**config.mk**
```make
export PLATFORM = sky130hd
export DESIGN_NAME = trng_ctrl
export DESIGN_NICKNAME = d
export VERILOG_FILES = /design/src/rtl/trng_pkg.sv /design/src/rtl/trng_pacer.sv /design/src/rtl/trng_lane_watch.sv /design/src/rtl/trng_harvest.sv /design/src/rtl/trng_ctrl.sv
export SDC_FILE = /design/constraint.sdc
export NUM_CORES = 2
export LEC_CHECK = 0
export BUFFER_PORTS_ARGS = -buffer_cell sky130_fd_sc_hd__buf_4
export CAP_MARGIN = 20
export CELL_PAD_IN_SITES_DETAIL_PLACEMENT = 1
export CELL_PAD_IN_SITES_GLOBAL_PLACEMENT = 2
export CORE_UTILIZATION = 39
export CTS_CLUSTER_SIZE = 16
export DETAILED_ROUTE_END_ITERATION = 12
export PLACE_DENSITY_LB_ADDON = 0.1
export SYNTH_ARGS = -nofsm -noshare
export SYNTH_HDL_FRONTEND = slang
export SYNTH_SLANG_ARGS = --single-unit
```
**constraint.sdc**
```tcl
create_clock -name clk -period 7.2 [get_ports clk]
set_input_delay 0.72 -clock clk [delete_from_list [all_inputs] [get_ports clk]]
set_output_delay 0.72 -clock clk [all_outputs]
set_load 0.02 [all_outputs]
```
**src/rtl/trng_pkg.sv**
```systemverilog
package trng_pkg;

    localparam int BUS_AW   = 13;
    localparam int BUS_DW   = 32;
    localparam int RESULT_W = 64;
    localparam int SAMPLE_W = 8;

    // Software-visible byte offsets
    localparam logic [BUS_AW-1:0] A_RES_LO = 13'h0000;
    localparam logic [BUS_AW-1:0] A_RES_HI = 13'h0004;
    localparam logic [BUS_AW-1:0] A_STATUS = 13'h0008;
    localparam logic [BUS_AW-1:0] A_ACK    = 13'h0010;
    localparam logic [BUS_AW-1:0] A_CTL    = 13'h0014;
    localparam logic [BUS_AW-1:0] A_REFILL = 13'h0018;
    localparam logic [BUS_AW-1:0] A_LIMITS = 13'h001C;
    localparam logic [BUS_AW-1:0] A_LANEON = 13'h0020;
    localparam logic [BUS_AW-1:0] A_TUNE   = 13'h0024;
    localparam logic [BUS_AW-1:0] A_EVENT  = 13'h0028;
    localparam logic [BUS_AW-1:0] A_STOP   = 13'h002C;
    localparam logic [BUS_AW-1:0] A_SRST   = 13'h1FF0;

    localparam int ST_READY = 0;
    localparam int ST_OVF   = 1;
    localparam int CTL_RUN  = 10;

    typedef enum logic [3:0] {
        SEL_NONE, SEL_RES_LO, SEL_RES_HI, SEL_STATUS, SEL_ACK, SEL_CTL,
        SEL_REFILL, SEL_LIMITS, SEL_LANEON, SEL_TUNE, SEL_EVENT, SEL_STOP,
        SEL_SRST
    } reg_sel_e;

    typedef struct packed {
        logic [15:0] startup;
        logic        run;
        logic [15:0] refill_max;
        logic [7:0]  refill_min;
        logic [7:0]  rep_limit;
        logic [4:0]  stop_limit;
    } cfg_t;

    function automatic reg_sel_e decode_addr(input logic [BUS_AW-1:0] a);
        reg_sel_e s;
        case (a)
            A_RES_LO: s = SEL_RES_LO;
            A_RES_HI: s = SEL_RES_HI;
            A_STATUS: s = SEL_STATUS;
            A_ACK:    s = SEL_ACK;
            A_CTL:    s = SEL_CTL;
            A_REFILL: s = SEL_REFILL;
            A_LIMITS: s = SEL_LIMITS;
            A_LANEON: s = SEL_LANEON;
            A_TUNE:   s = SEL_TUNE;
            A_EVENT:  s = SEL_EVENT;
            A_STOP:   s = SEL_STOP;
            A_SRST:   s = SEL_SRST;
            default:  s = SEL_NONE;
        endcase
        return s;
    endfunction

    // minimum (0 treated as 1), capped by a nonzero smaller maximum
    function automatic logic [15:0] sample_period(input logic [7:0] lo, input logic [15:0] hi);
        logic [15:0] p;
        p = (lo == 8'd0) ? 16'd1 : {8'd0, lo};
        if (hi != 16'd0 && hi < p) p = hi;
        return p;
    endfunction

endpackage

```
**src/rtl/trng_pacer.sv**
```systemverilog
module trng_pacer (
    input  logic        clk,
    input  logic        rst,
    input  logic        run,
    input  logic        hold,
    input  logic [15:0] startup,
    input  logic [15:0] period,
    output logic        tick
);
    logic        run_d;
    logic [15:0] wait_q;
    logic [15:0] ivl_q;
    logic        start;
    logic        going;

    assign start = run & ~run_d;
    assign going = run & ~start & (wait_q == 16'd0) & ~hold;
    assign tick  = going & (ivl_q >= period - 16'd1);

    always_ff @(posedge clk) begin
        if (rst) begin
            run_d  <= 1'b0;
            wait_q <= '0;
            ivl_q  <= '0;
        end else begin
            run_d <= run;
            if (start) begin
                wait_q <= startup;   // startup window loads on the enable edge
                ivl_q  <= '0;
            end else if (run && wait_q != 16'd0) begin
                wait_q <= wait_q - 16'd1;
            end else if (going) begin
                ivl_q <= tick ? 16'd0 : ivl_q + 16'd1;
            end
        end
    end
endmodule

```
**src/rtl/trng_lane_watch.sv**
```systemverilog
module trng_lane_watch
    import trng_pkg::*;
(
    input  logic                clk,
    input  logic                rst,
    input  logic                tick,
    input  logic                byte_end,
    input  logic                lane_bit,
    input  logic                lane_on,
    input  logic [SAMPLE_W-1:0] limit,
    output logic                alarm
);
    logic [SAMPLE_W-2:0] part_q;
    logic [SAMPLE_W-1:0] prev_q;
    logic [SAMPLE_W-1:0] rep_q;
    logic                prev_ok_q;
    logic [SAMPLE_W-1:0] sample;
    logic [SAMPLE_W:0]   rep_inc;
    logic                same;

    assign sample  = {part_q, lane_bit};
    assign same    = prev_ok_q && (sample == prev_q);
    assign rep_inc = {1'b0, rep_q} + 1'b1;
    // alarm once the run of equal bytes goes past the limit
    assign alarm   = byte_end && lane_on && same && (rep_inc > {1'b0, limit});

    always_ff @(posedge clk) begin
        if (rst) begin
            part_q    <= '0;
            prev_q    <= '0;
            rep_q     <= '0;
            prev_ok_q <= 1'b0;
        end else if (!lane_on) begin
            prev_ok_q <= 1'b0;
            rep_q     <= '0;
        end else if (byte_end) begin
            prev_q <= sample;
            if (alarm) begin
                prev_ok_q <= 1'b0;
                rep_q     <= '0;
            end else begin
                prev_ok_q <= 1'b1;
                rep_q     <= same ? rep_inc[SAMPLE_W-1:0] : '0;
            end
        end else if (tick) begin
            part_q <= {part_q[SAMPLE_W-3:0], lane_bit};
        end
    end
endmodule

```
**src/rtl/trng_harvest.sv**
```systemverilog
module trng_harvest
    import trng_pkg::*;
#(
    parameter int N_LANES = 24
) (
    input  logic                clk,
    input  logic                rst,
    input  logic                ack,
    input  logic                flush,
    input  logic                tick,
    input  logic [N_LANES-1:0]  lane_bits,
    input  logic [N_LANES-1:0]  lane_mask,
    output logic                ready,
    output logic                byte_end,
    output logic [RESULT_W-1:0] word
);
    localparam int CW = $clog2(RESULT_W);
    localparam logic [CW-1:0] LAST = CW'(RESULT_W - 1);

    logic [RESULT_W-1:0] shreg_q;
    logic [CW-1:0]       cnt_q;
    logic                fold;

    assign fold     = ^(lane_bits & lane_mask);
    assign byte_end = tick && (cnt_q[2:0] == 3'h7);
    assign word     = ready ? shreg_q : '0;

    always_ff @(posedge clk) begin
        if (rst) begin
            shreg_q <= '0;
            cnt_q   <= '0;
            ready   <= 1'b0;
        end else if (ack) begin
            ready <= 1'b0;
            cnt_q <= '0;
        end else if (flush) begin
            cnt_q <= '0;
        end else if (tick) begin
            shreg_q <= {shreg_q[RESULT_W-2:0], fold};
            cnt_q   <= cnt_q + 1'b1;
            if (cnt_q == LAST) ready <= 1'b1;
        end
    end

    assert_idle_when_ready_R5: assert property (@(posedge clk) disable iff (rst)
        ready |-> !tick);
    assert_ready_needs_tick_R2: assert property (@(posedge clk) disable iff (rst)
        $rose(ready) |-> $past(tick));
endmodule

```
**src/rtl/trng_ctrl.sv**
```systemverilog
module trng_ctrl
    import trng_pkg::*;
#(
    parameter int N_LANES         = 24,
    parameter int SOFT_RST_CYCLES = 8
) (
    input  logic               clk,
    input  logic               rst,
    input  logic               bus_wr,
    input  logic [12:0]        bus_addr,
    input  logic [31:0]        bus_wdata,
    output logic [31:0]        bus_rdata,
    input  logic [N_LANES-1:0] lane_bit_i,
    output logic [N_LANES-1:0] lane_run_o,
    output logic [N_LANES-1:0] lane_tune_o
);
    localparam int SRW = $clog2(SOFT_RST_CYCLES + 1);
    localparam int PAD = BUS_DW - N_LANES;

    logic [SRW-1:0]      srst_q;
    logic                busy;
    logic                rst_int;
    reg_sel_e            sel;
    cfg_t                cfg_q, cfg_n;
    logic [N_LANES-1:0]  on_q, on_n, tune_q, tune_n, evt_q, evt_n, stop_q, stop_n;
    logic                ovf_q, ovf_n;
    logic [N_LANES-1:0]  alarm_v;
    logic                over;
    logic                ack_res, ack_ovf;
    logic                tick, ready, byte_end;
    logic [RESULT_W-1:0] word;

    assign sel     = decode_addr(bus_addr);
    assign busy    = (srst_q != '0);
    assign rst_int = rst | busy;
    assign ack_res = bus_wr && sel == SEL_ACK && bus_wdata[ST_READY];
    assign ack_ovf = bus_wr && sel == SEL_ACK && bus_wdata[ST_OVF];
    assign over    = $countones(stop_q) > int'(cfg_q.stop_limit);

    // soft reset sequencer, outside the reset it drives
    always_ff @(posedge clk) begin
        if (rst)                                             srst_q <= '0;
        else if (busy)                                       srst_q <= srst_q - 1'b1;
        else if (bus_wr && sel == SEL_SRST && bus_wdata[0])  srst_q <= SRW'(SOFT_RST_CYCLES);
    end

    always_comb begin
        cfg_n  = cfg_q;
        on_n   = on_q;
        tune_n = tune_q;
        evt_n  = evt_q;
        stop_n = stop_q;
        if (bus_wr) begin
            case (sel)
                SEL_CTL: begin
                    cfg_n.startup = bus_wdata[31:16];
                    cfg_n.run     = bus_wdata[CTL_RUN];
                end
                SEL_REFILL: begin
                    cfg_n.refill_max = bus_wdata[31:16];
                    cfg_n.refill_min = bus_wdata[7:0];
                end
                SEL_LIMITS: begin
                    cfg_n.stop_limit = bus_wdata[20:16];
                    cfg_n.rep_limit  = bus_wdata[7:0];
                end
                SEL_LANEON: on_n   = bus_wdata[N_LANES-1:0];
                SEL_TUNE:   tune_n = bus_wdata[N_LANES-1:0];
                SEL_EVENT:  evt_n  = bus_wdata[N_LANES-1:0];
                SEL_STOP:   stop_n = bus_wdata[N_LANES-1:0];
                default: ;
            endcase
        end
        // an alarm overrides a same-cycle write
        on_n   = on_n & ~alarm_v;
        evt_n  = evt_n | alarm_v;
        stop_n = stop_n | alarm_v;
        // set wins over acknowledge
        ovf_n  = (ovf_q & ~ack_ovf) | over;
    end

    always_ff @(posedge clk) begin
        if (rst_int) begin
            cfg_q  <= '0;
            on_q   <= '0;
            tune_q <= '0;
            evt_q  <= '0;
            stop_q <= '0;
            ovf_q  <= 1'b0;
        end else begin
            cfg_q  <= cfg_n;
            on_q   <= on_n;
            tune_q <= tune_n;
            evt_q  <= evt_n;
            stop_q <= stop_n;
            ovf_q  <= ovf_n;
        end
    end

    assign lane_run_o  = on_q;
    assign lane_tune_o = tune_q;

    trng_pacer u_pacer (
        .clk     (clk),
        .rst     (rst_int),
        .run     (cfg_q.run),
        .hold    (ready),
        .startup (cfg_q.startup),
        .period  (sample_period(cfg_q.refill_min, cfg_q.refill_max)),
        .tick    (tick)
    );

    trng_harvest #(.N_LANES(N_LANES)) u_harvest (
        .clk       (clk),
        .rst       (rst_int),
        .ack       (ack_res),
        .flush     (~cfg_q.run),
        .tick      (tick),
        .lane_bits (lane_bit_i),
        .lane_mask (on_q),
        .ready     (ready),
        .byte_end  (byte_end),
        .word      (word)
    );

    for (genvar i = 0; i < N_LANES; i++) begin : g_lane
        trng_lane_watch u_watch (
            .clk      (clk),
            .rst      (rst_int),
            .tick     (tick),
            .byte_end (byte_end),
            .lane_bit (lane_bit_i[i]),
            .lane_on  (on_q[i]),
            .limit    (cfg_q.rep_limit),
            .alarm    (alarm_v[i])
        );
    end

    always_comb begin
        case (sel)
            SEL_RES_LO: bus_rdata = word[31:0];
            SEL_RES_HI: bus_rdata = word[63:32];
            SEL_STATUS: bus_rdata = {30'd0, ovf_q, ready};
            SEL_CTL:    bus_rdata = {cfg_q.startup, 5'd0, cfg_q.run, 10'd0};
            SEL_REFILL: bus_rdata = {cfg_q.refill_max, 8'd0, cfg_q.refill_min};
            SEL_LIMITS: bus_rdata = {11'd0, cfg_q.stop_limit, 8'd0, cfg_q.rep_limit};
            SEL_LANEON: bus_rdata = {{PAD{1'b0}}, on_q};
            SEL_TUNE:   bus_rdata = {{PAD{1'b0}}, tune_q};
            SEL_EVENT:  bus_rdata = {{PAD{1'b0}}, evt_q};
            SEL_STOP:   bus_rdata = {{PAD{1'b0}}, stop_q};
            SEL_SRST:   bus_rdata = {31'd0, busy};
            default:    bus_rdata = '0;
        endcase
    end

    assert_alarm_stops_lane_R6: assert property (@(posedge clk) disable iff (rst_int)
        (|alarm_v) |=> ((on_q & $past(alarm_v)) == '0));
    assert_alarm_recorded_R6: assert property (@(posedge clk) disable iff (rst_int)
        (|alarm_v) |=> ((stop_q & $past(alarm_v)) == $past(alarm_v)));
    assert_overflow_flag_R7: assert property (@(posedge clk) disable iff (rst_int)
        over |=> ovf_q);
    assert_ack_releases_R5: assert property (@(posedge clk) disable iff (rst_int)
        ack_res |=> !ready);
endmodule

```
== Word level (Yosys, flattened, before mapping) ==
Cells that the tools add are included.
Word-level totals
  input bits: 72
  logic and storage cells: 570
  flip-flop bits (word level): 835
Operators by class
  reduce and logical (&&, ||, !) cells: 195
  bitwise logic cells: 45
  order comparisons: 27
  muxes and demuxes: 88
  equal/unequal tests: 49
  $add $sub $neg: 52
Operators with widths (count)
  $mux 8: 49
  $pmux 32 s11: 1
  $add 8x1->9 const B: 24
  $gt 9x8->1: 24
  $eq 8x8->1: 24
  $mux 24: 6
  $logic_and 1x1->1: 104
  $reduce_and 3->1: 26
  $mux 16: 4
  $mux 64: 1
  $reduce_and 2->1: 29
  $eq 13x5->1 const B: 4
  $eq 13x6->1 const B: 4
  $reduce_or 2->1: 26
  $and 24x24->24: 2
  $or 24x24->24: 2
  $pmux 4 s12: 1
  $not 1->1: 32
  $reduce_bool 16->1: 2
  $sub 16x1->16 const B: 2
  $add 1x1->2: 12
  $mux 1: 24
  $not 24->24: 1
  $reduce_xor 24->1: 1
  28 further kinds: 51

== Depth between registers and ports, before layout ==
  depth in word-level cells: 14
  depth in mapped cells: 26
  depth with buffers taken out: 22

== Cells and area by module ==
From an unflattened synthesis, not the netlist that was laid out.
Second synthesis, totals
  cell total of the unflattened synthesis: 5716
  area total of the unflattened synthesis: 46764.9 um2
Modules (own cells, without submodules)
  trng_lane_watch at g_lane[13].u_watch ...: area each 1366.3 um2, cells each 167, instances 16, seq. area each 480.5 um2
  trng_ctrl: area each 8570.7 um2, cells each 1051, instances 1, seq. area each 3103.0 um2
  trng_lane_watch at g_lane[0].u_watch ...: area each 1290.0 um2, cells each 149, instances 3, seq. area each 480.5 um2
  trng_harvest: area each 3209.3 um2, cells each 427, instances 1, seq. area each 1421.4 um2
  trng_lane_watch at g_lane[7].u_watch ...: area each 1401.3 um2, cells each 165, instances 2, seq. area each 480.5 um2
  trng_lane_watch at g_lane[6].u_watch ...: area each 1358.8 um2, cells each 165, instances 2, seq. area each 480.5 um2
  trng_pacer: area each 2458.6 um2, cells each 311, instances 1, seq. area each 660.6 um2
  trng_lane_watch at g_lane[12].u_watch: area each 1275.0 um2, cells each 148, instances 1, seq. area each 480.5 um2

== Worst setup path before layout ==
Ideal clock, no wire load.
  path kind: register to register
  start: register cfg_q[16] in the netlist's numbering
  end: register g_lane[11].u_watch.prev_q[0]
  cell stages (with the launch flop): 24
  buffers on the path: 4
  path slack: 1.645 ns
  arrival: 5.427 ns
  path through: dfxtp_1 -> clkbuf_1 -> nor4_1 -> a31oi_1 -> o21ai_0 -> nand2_1 -> a211o_1 -> clkbuf_1 -> o21ai_0 -> ha_1 -> nand2b_1 -> or2_2 -> nor3_1 -> xor2_1 -> o21ai_0 -> ha_1 -> nand2_1 -> a2111oi_0 -> a211o_1 -> clkbuf_1 -> clkbuf_1 -> nand3_2 -> mux2i_1 -> nor2_1
On the way
  cells in the longest elaborated chain, start to end: 10
Ends and longest elaborated chain
  start: declaration: line trng_ctrl.sv:24  | cfg_t cfg_q, cfg_n;
  start signal: assignment: line trng_ctrl.sv:91  | cfg_q <= cfg_n;
  $logic_not 8->1: line trng_pkg.sv:64  | p = (lo == 8'd0) ? 16'd1 : {8'd0, lo};
  $mux 8 (*): line trng_pkg.sv:64
  $lt 16x8->1: line trng_pkg.sv:65  | if (hi != 16'd0 && hi < p) p = hi;
  $logic_and 1x1->1: line trng_pkg.sv:65
  $mux 16 (*): line trng_pkg.sv:65
  $sub 16x1->16 (*): line trng_pacer.sv:18  | assign tick = going & (ivl_q >= period - 16'd1);
  $ge 16x16->1 (*): line trng_pacer.sv:18
  $and 1x1->1 (*): line trng_pacer.sv:18
  $logic_and 1x1->1 (*): line trng_harvest.sv:25  | assign byte_end = tick && (cnt_q[2:0] == 3'h7);
  $reduce_and 2->1 (no line) (*)
  end signal: assignment: line trng_lane_watch.sv:37  | prev_q <= sample;
  end: declaration: line trng_lane_watch.sv:14  | logic [SAMPLE_W-1:0] prev_q;
Every way passes the cells marked *; elsewhere a longest branch is shown, timed or not.
A chain may end at the register's enable or synchronous reset.

== Final worst setup path ==
  start: register cfg_q[16] in the netlist's numbering
  end: register g_lane[21].u_watch.prev_ok_q
On the way
  cells in the longest elaborated chain, start to end: 13
Ends and longest elaborated chain
  $logic_not 8->1: line trng_pkg.sv:64
  $mux 8 (*): line trng_pkg.sv:64
  $lt 16x8->1: line trng_pkg.sv:65
  $logic_and 1x1->1: line trng_pkg.sv:65
  $mux 16 (*): line trng_pkg.sv:65
  $sub 16x1->16 (*): line trng_pacer.sv:18
  $ge 16x16->1 (*): line trng_pacer.sv:18
  $and 1x1->1 (*): line trng_pacer.sv:18
  $logic_and 1x1->1 (*): line trng_harvest.sv:25
  $logic_and 1x1->1 (3 in a row): line trng_lane_watch.sv:25  | assign alarm = byte_end && lane_on && same && (rep_inc > {1'b0, limit});
  $mux 1: line trng_lane_watch.sv:38  | if (alarm) begin
  end signal: assignment: line trng_lane_watch.sv:32  | prev_ok_q <= 1'b0;
  end signal: assignment: line trng_lane_watch.sv:39  | prev_ok_q <= 1'b0;
  end signal: assignment: line trng_lane_watch.sv:42  | prev_ok_q <= 1'b1;
  end: declaration: line trng_lane_watch.sv:16  | logic prev_ok_q;
Marks and branches as above.

==> reports/results.tsv <==
stage	metric	value	unit
power_and_ir_drop	leakage component of the power	22.55	nW
die	x dimension of the die	339.6	um
placement	routability cong.	0.8600	
detailed_routing	vias per cell	5.619	
timing	slew at the pin closest to its max-slew limit	1.129	ns
timing	final period demand of the worst path	6.638	ns
timing	setup repair after global routing missed its margin	false	
detailed_routing	violation count after the first detailed-route iteration	2303	
die	area of the die	115300	um2
power_and_ir_drop	IR Drop Worst-Case VDD	0.1637	mV
detailed_routing	DRT antenna net count	0	
setup_path	critical path start-end classification	flip-flop to flip-flop	
power_and_ir_drop	part of the total power dissipated in combinational logic	1.8	%
die	FP Rows	123	
power_and_ir_drop	power after layout	10.19	mW
synth	number of flops mapped to enable cells by yosys	0	
job	Max-cap violations	0	
power_and_ir_drop	share of total power in the clock network	52.8	%
cells_and_area	Final Cell Area	50480	um2
timing	normalized max-slew margin	22.82	%
setup_path	most numerous cell on the critical path	o21ai_0	
setup_path	cell family with most CP delay	simple AND/OR/NAND/NOR gates	
timing	endpoints failing setup	0	
clocking	post-cts resize count	0	
setup_path	endpoint arrival time on the critical path	7.20	ns
synth	synthesis-stage register bit count	835	
status	status	completed	
clocking	Clock transition at path regs	0.06	ns
setup_path	Stages on worst setup path	20	
global_route	GRT Residual Overflow	0	
setup_path	critical-path cell list	nor4_1, a31oi_1, o21ai_0, nand2_1, a211o_1, o21ai_0, ha_1, nand2b_1, or2_2, nor3_1, xor2_1, o21ai_0, ha_1, nand2_1, a2111oi_0, buf_4, a211o_4, nand3_1, or3b_2, nor3b_1	
placement	worst slack at placement	0.6156	ns
detailed_routing	average detailed-routed wire length per instance	22.64	um
detailed_routing	final WL	153200	um
detailed_routing	vias after detailed routing	38010	
placement	number of buffer cells added on primary ports	151	
cells_and_area	share of layout cells above drive strength 1	9.500	%
setup_path	crit path max fanout	22	
global_route	number of global-route vias before repair	38323	
timing	share of the clock period used by the worst path after layout	92.19	%
setup_path	kind of start point of the critical path	flip-flop	
placement	estimated wirelength of the detail-placed design	106700	um
cells_and_area	number of nets in the layout	5526	
setup_path	cells on worst reg2reg path	20	
clocking	root buffer cell	clkbuf_16	
clocking	htree depth	3	
die	area of the core	112800	um2
cells_and_area	number of standard cells in the layout, taps in and fillers out	6765	
power_and_ir_drop	areal power density over the cells	201.8	nW/um2
synth	number of instances in the synthesized netlist	5135	
clocking	total of hold buffers inserted after clock tree synthesis	0	
clocking	number of buffers created by CTS	101	
worst_hold_path	hold-critical path depth	2	
timing	Fmax achieved	150.7	MHz
synth	flip-flop cell with the highest count after synthesis	dfxtp_1	
cells_and_area	most used cells in the layout excluding fill and tap cells	dfxtp_1, nand2_1, nor2_1	
global_route	initial antenna violation count	11	
timing	hold violation total from the final report	0	
cells_and_area	filler cell count	13164	
setup_path	CP endpoint kind	flip-flop	
clocking	Setup Buffers After CTS	0	
synth	sequential cell area fraction in the yosys report	37.60	%
setup_path	cell with the biggest individual delay on the critical path	or3b_2	
worst_hold_path	kind of path behind the tightest hold check	input pin to flip-flop	
global_route	maximum number of pins on one net before global-route repair	192	
synth	Cell variety after synth	83	
clocking	CTS max path bufs	3	
clocking	clock tree from TritonCTS	yes	
setup_path	required time at the endpoint of the critical path	7.76	ns
global_route	wire length of the first global-routing pass	234300	um
power_and_ir_drop	net switching component of the power	2.325	mW
clocking	number of sinks on the clock net	835	
timing	Worst Skew	0.02289	ns
die	Chip Height	339.6	um
die	initial cell density of the core	39.41	%
global_route	global routing usage summed across all routing layers	26.07	%
placement	cell count after placement	6579	
detailed_routing	final routed DRC violation total	0	
setup_path	CP max stage delay	0.73	ns
die	number of top-level design ports	152	
setup_path	buffers and inverters on the worst path	1	
synth	proportion of synthesized flip-flops having asynchronous set or reset	0	%
power_and_ir_drop	proportion of power drawn by flip-flops and latches	45.4	%
power_and_ir_drop	cell internal pwr	7.862	mW
timing	Final Max Slew Viols	0	
timing	total negative slack	0	ns
detailed_routing	Pre-Repair DR Iteration Count	8	
power_and_ir_drop	switching portion of total power	22.82	%
cells_and_area	area overhead of the layout relative to synthesis	13.55	%
cells_and_area	most common cell after layout, fill and taps aside	dfxtp_1	
synth	count of synthesis-stage warnings from yosys	0	
placement	area post-placement	46980	um2
timing	smallest setup slack after layout	0.5622	ns
synth	Post-Syn Area per Cell	8.658	um2
synth	cell area after technology mapping	44460	um2
clocking	clk_lat worst skew	0.70	ns
## routing by layer
metal / vias to the layer above / GRT usage (%) / routed length, um
li1: 18310 / - / -
met1: 18759 / 35.44 / 71700
met2: 715 / 42.33 / 69690
met3: 222 / 3.478 / 6817
met4: 4 / 8.793 / 4946
met5: - / 0 / 26
## final cells by class
| cell class | count | area (um2) | area share, % |
|---|---|---|---|
| Antenna cell | 2 | 5.005 | 0.009914 |
| Clock inverter | 40 | 578.1 | 1.145 |
| Multi-Input combinational cell | 3942 | 26360 | 52.21 |
| Timing Repair Buffer | 225 | 1739 | 3.445 |
| Clock buffer | 144 | 2919 | 5.782 |
| Inverter | 77 | 289.0 | 0.5725 |
| Sequential cell | 835 | 16720 | 33.12 |
| Tap cell | 1500 | 1877 | 3.718 |
## synth_stat cells, types with 39 or more instances
| master | n | area (um2) |
|---|---|---|
| dfxtp_1 | 835 | 16720 |
| a21oi_1 | 338 | 1692 |
| xnor2_1 | 233 | 2041 |
| nor2b_1 | 42 | 262.8 |
| ha_1 | 255 | 3191 |
| nand4b_1 | 50 | 437.9 |
| a22oi_1 | 39 | 292.8 |
| and3_1 | 59 | 369.1 |
| nor2_1 | 538 | 2019 |
| nand2_1 | 599 | 2248 |
| mux2i_1 | 436 | 4364 |
| o21ai_0 | 84 | 420.4 |
| nand4_1 | 95 | 594.3 |
| inv_1 | 77 | 289.0 |
| a21o_1 | 59 | 442.9 |
| nand3_1 | 333 | 1667 |
| xor2_1 | 146 | 1279 |
| nor3_1 | 113 | 565.5 |
| clkbuf_1 | 218 | 818.3 |
## final timing paths
path	start	to	slack (ns)
worst min-delay path	rst	srst_q[1]	0.26
worst max-delay path	cfg_q[16]	g_lane[21].u_watch.prev_ok_q	0.56
worst max register to register	cfg_q[16]	g_lane[21].u_watch.prev_ok_q	0.56
worst min register to register	u_harvest.shreg_q[63]	u_harvest.shreg_q[63]	0.47
## power groups by stage
stage / combinational (mW) / sequential, mW / clock, mW
4_1_cts: 0.185 / 4.62 / 5.52
3_3_place_gp: 0.186 / 4.72 / 0
6_report: 0.185 / 4.62 / 5.38
3_5_place_dp: 0.185 / 4.72 / 0
5_1_grt: 0.195 / 4.62 / 5.71
2_1_floorplan: 0.0744 / 4.72 / 0
## sequential cells by signal (all words and copies together) (netlist names), 54 cells and up
signal                 flops
cfg_q                     54
g_lane.u_watch.part_q    168
u_harvest.shreg_q         64
g_lane.u_watch.rep_q     192
g_lane.u_watch.prev_q    192
## cell families (layout without fill, tap and decap cells)
group,after synthesis,after routing,share of synthesized area (%)
xor+xnor,379,379,7.467
other cells,1,6,0.008435
fa+ha+maj,272,272,7.942
compound gates,802,802,11.64
mux,454,454,10.27
simple gates,2031,2031,21.71
flops,835,835,37.60
buf+inv,361,486,3.363
## metrics by stage
stage,utilization (%),hold slack [ns]
global route,44.75,0.2523
floorplan,-,0.4296
global placement,41.65,0.4423
finish,44.75,0.2558
detailed placement,41.65,0.4618
CTS,44.75,0.2105
No activity file was read; power rests on OpenSTA's default activity.
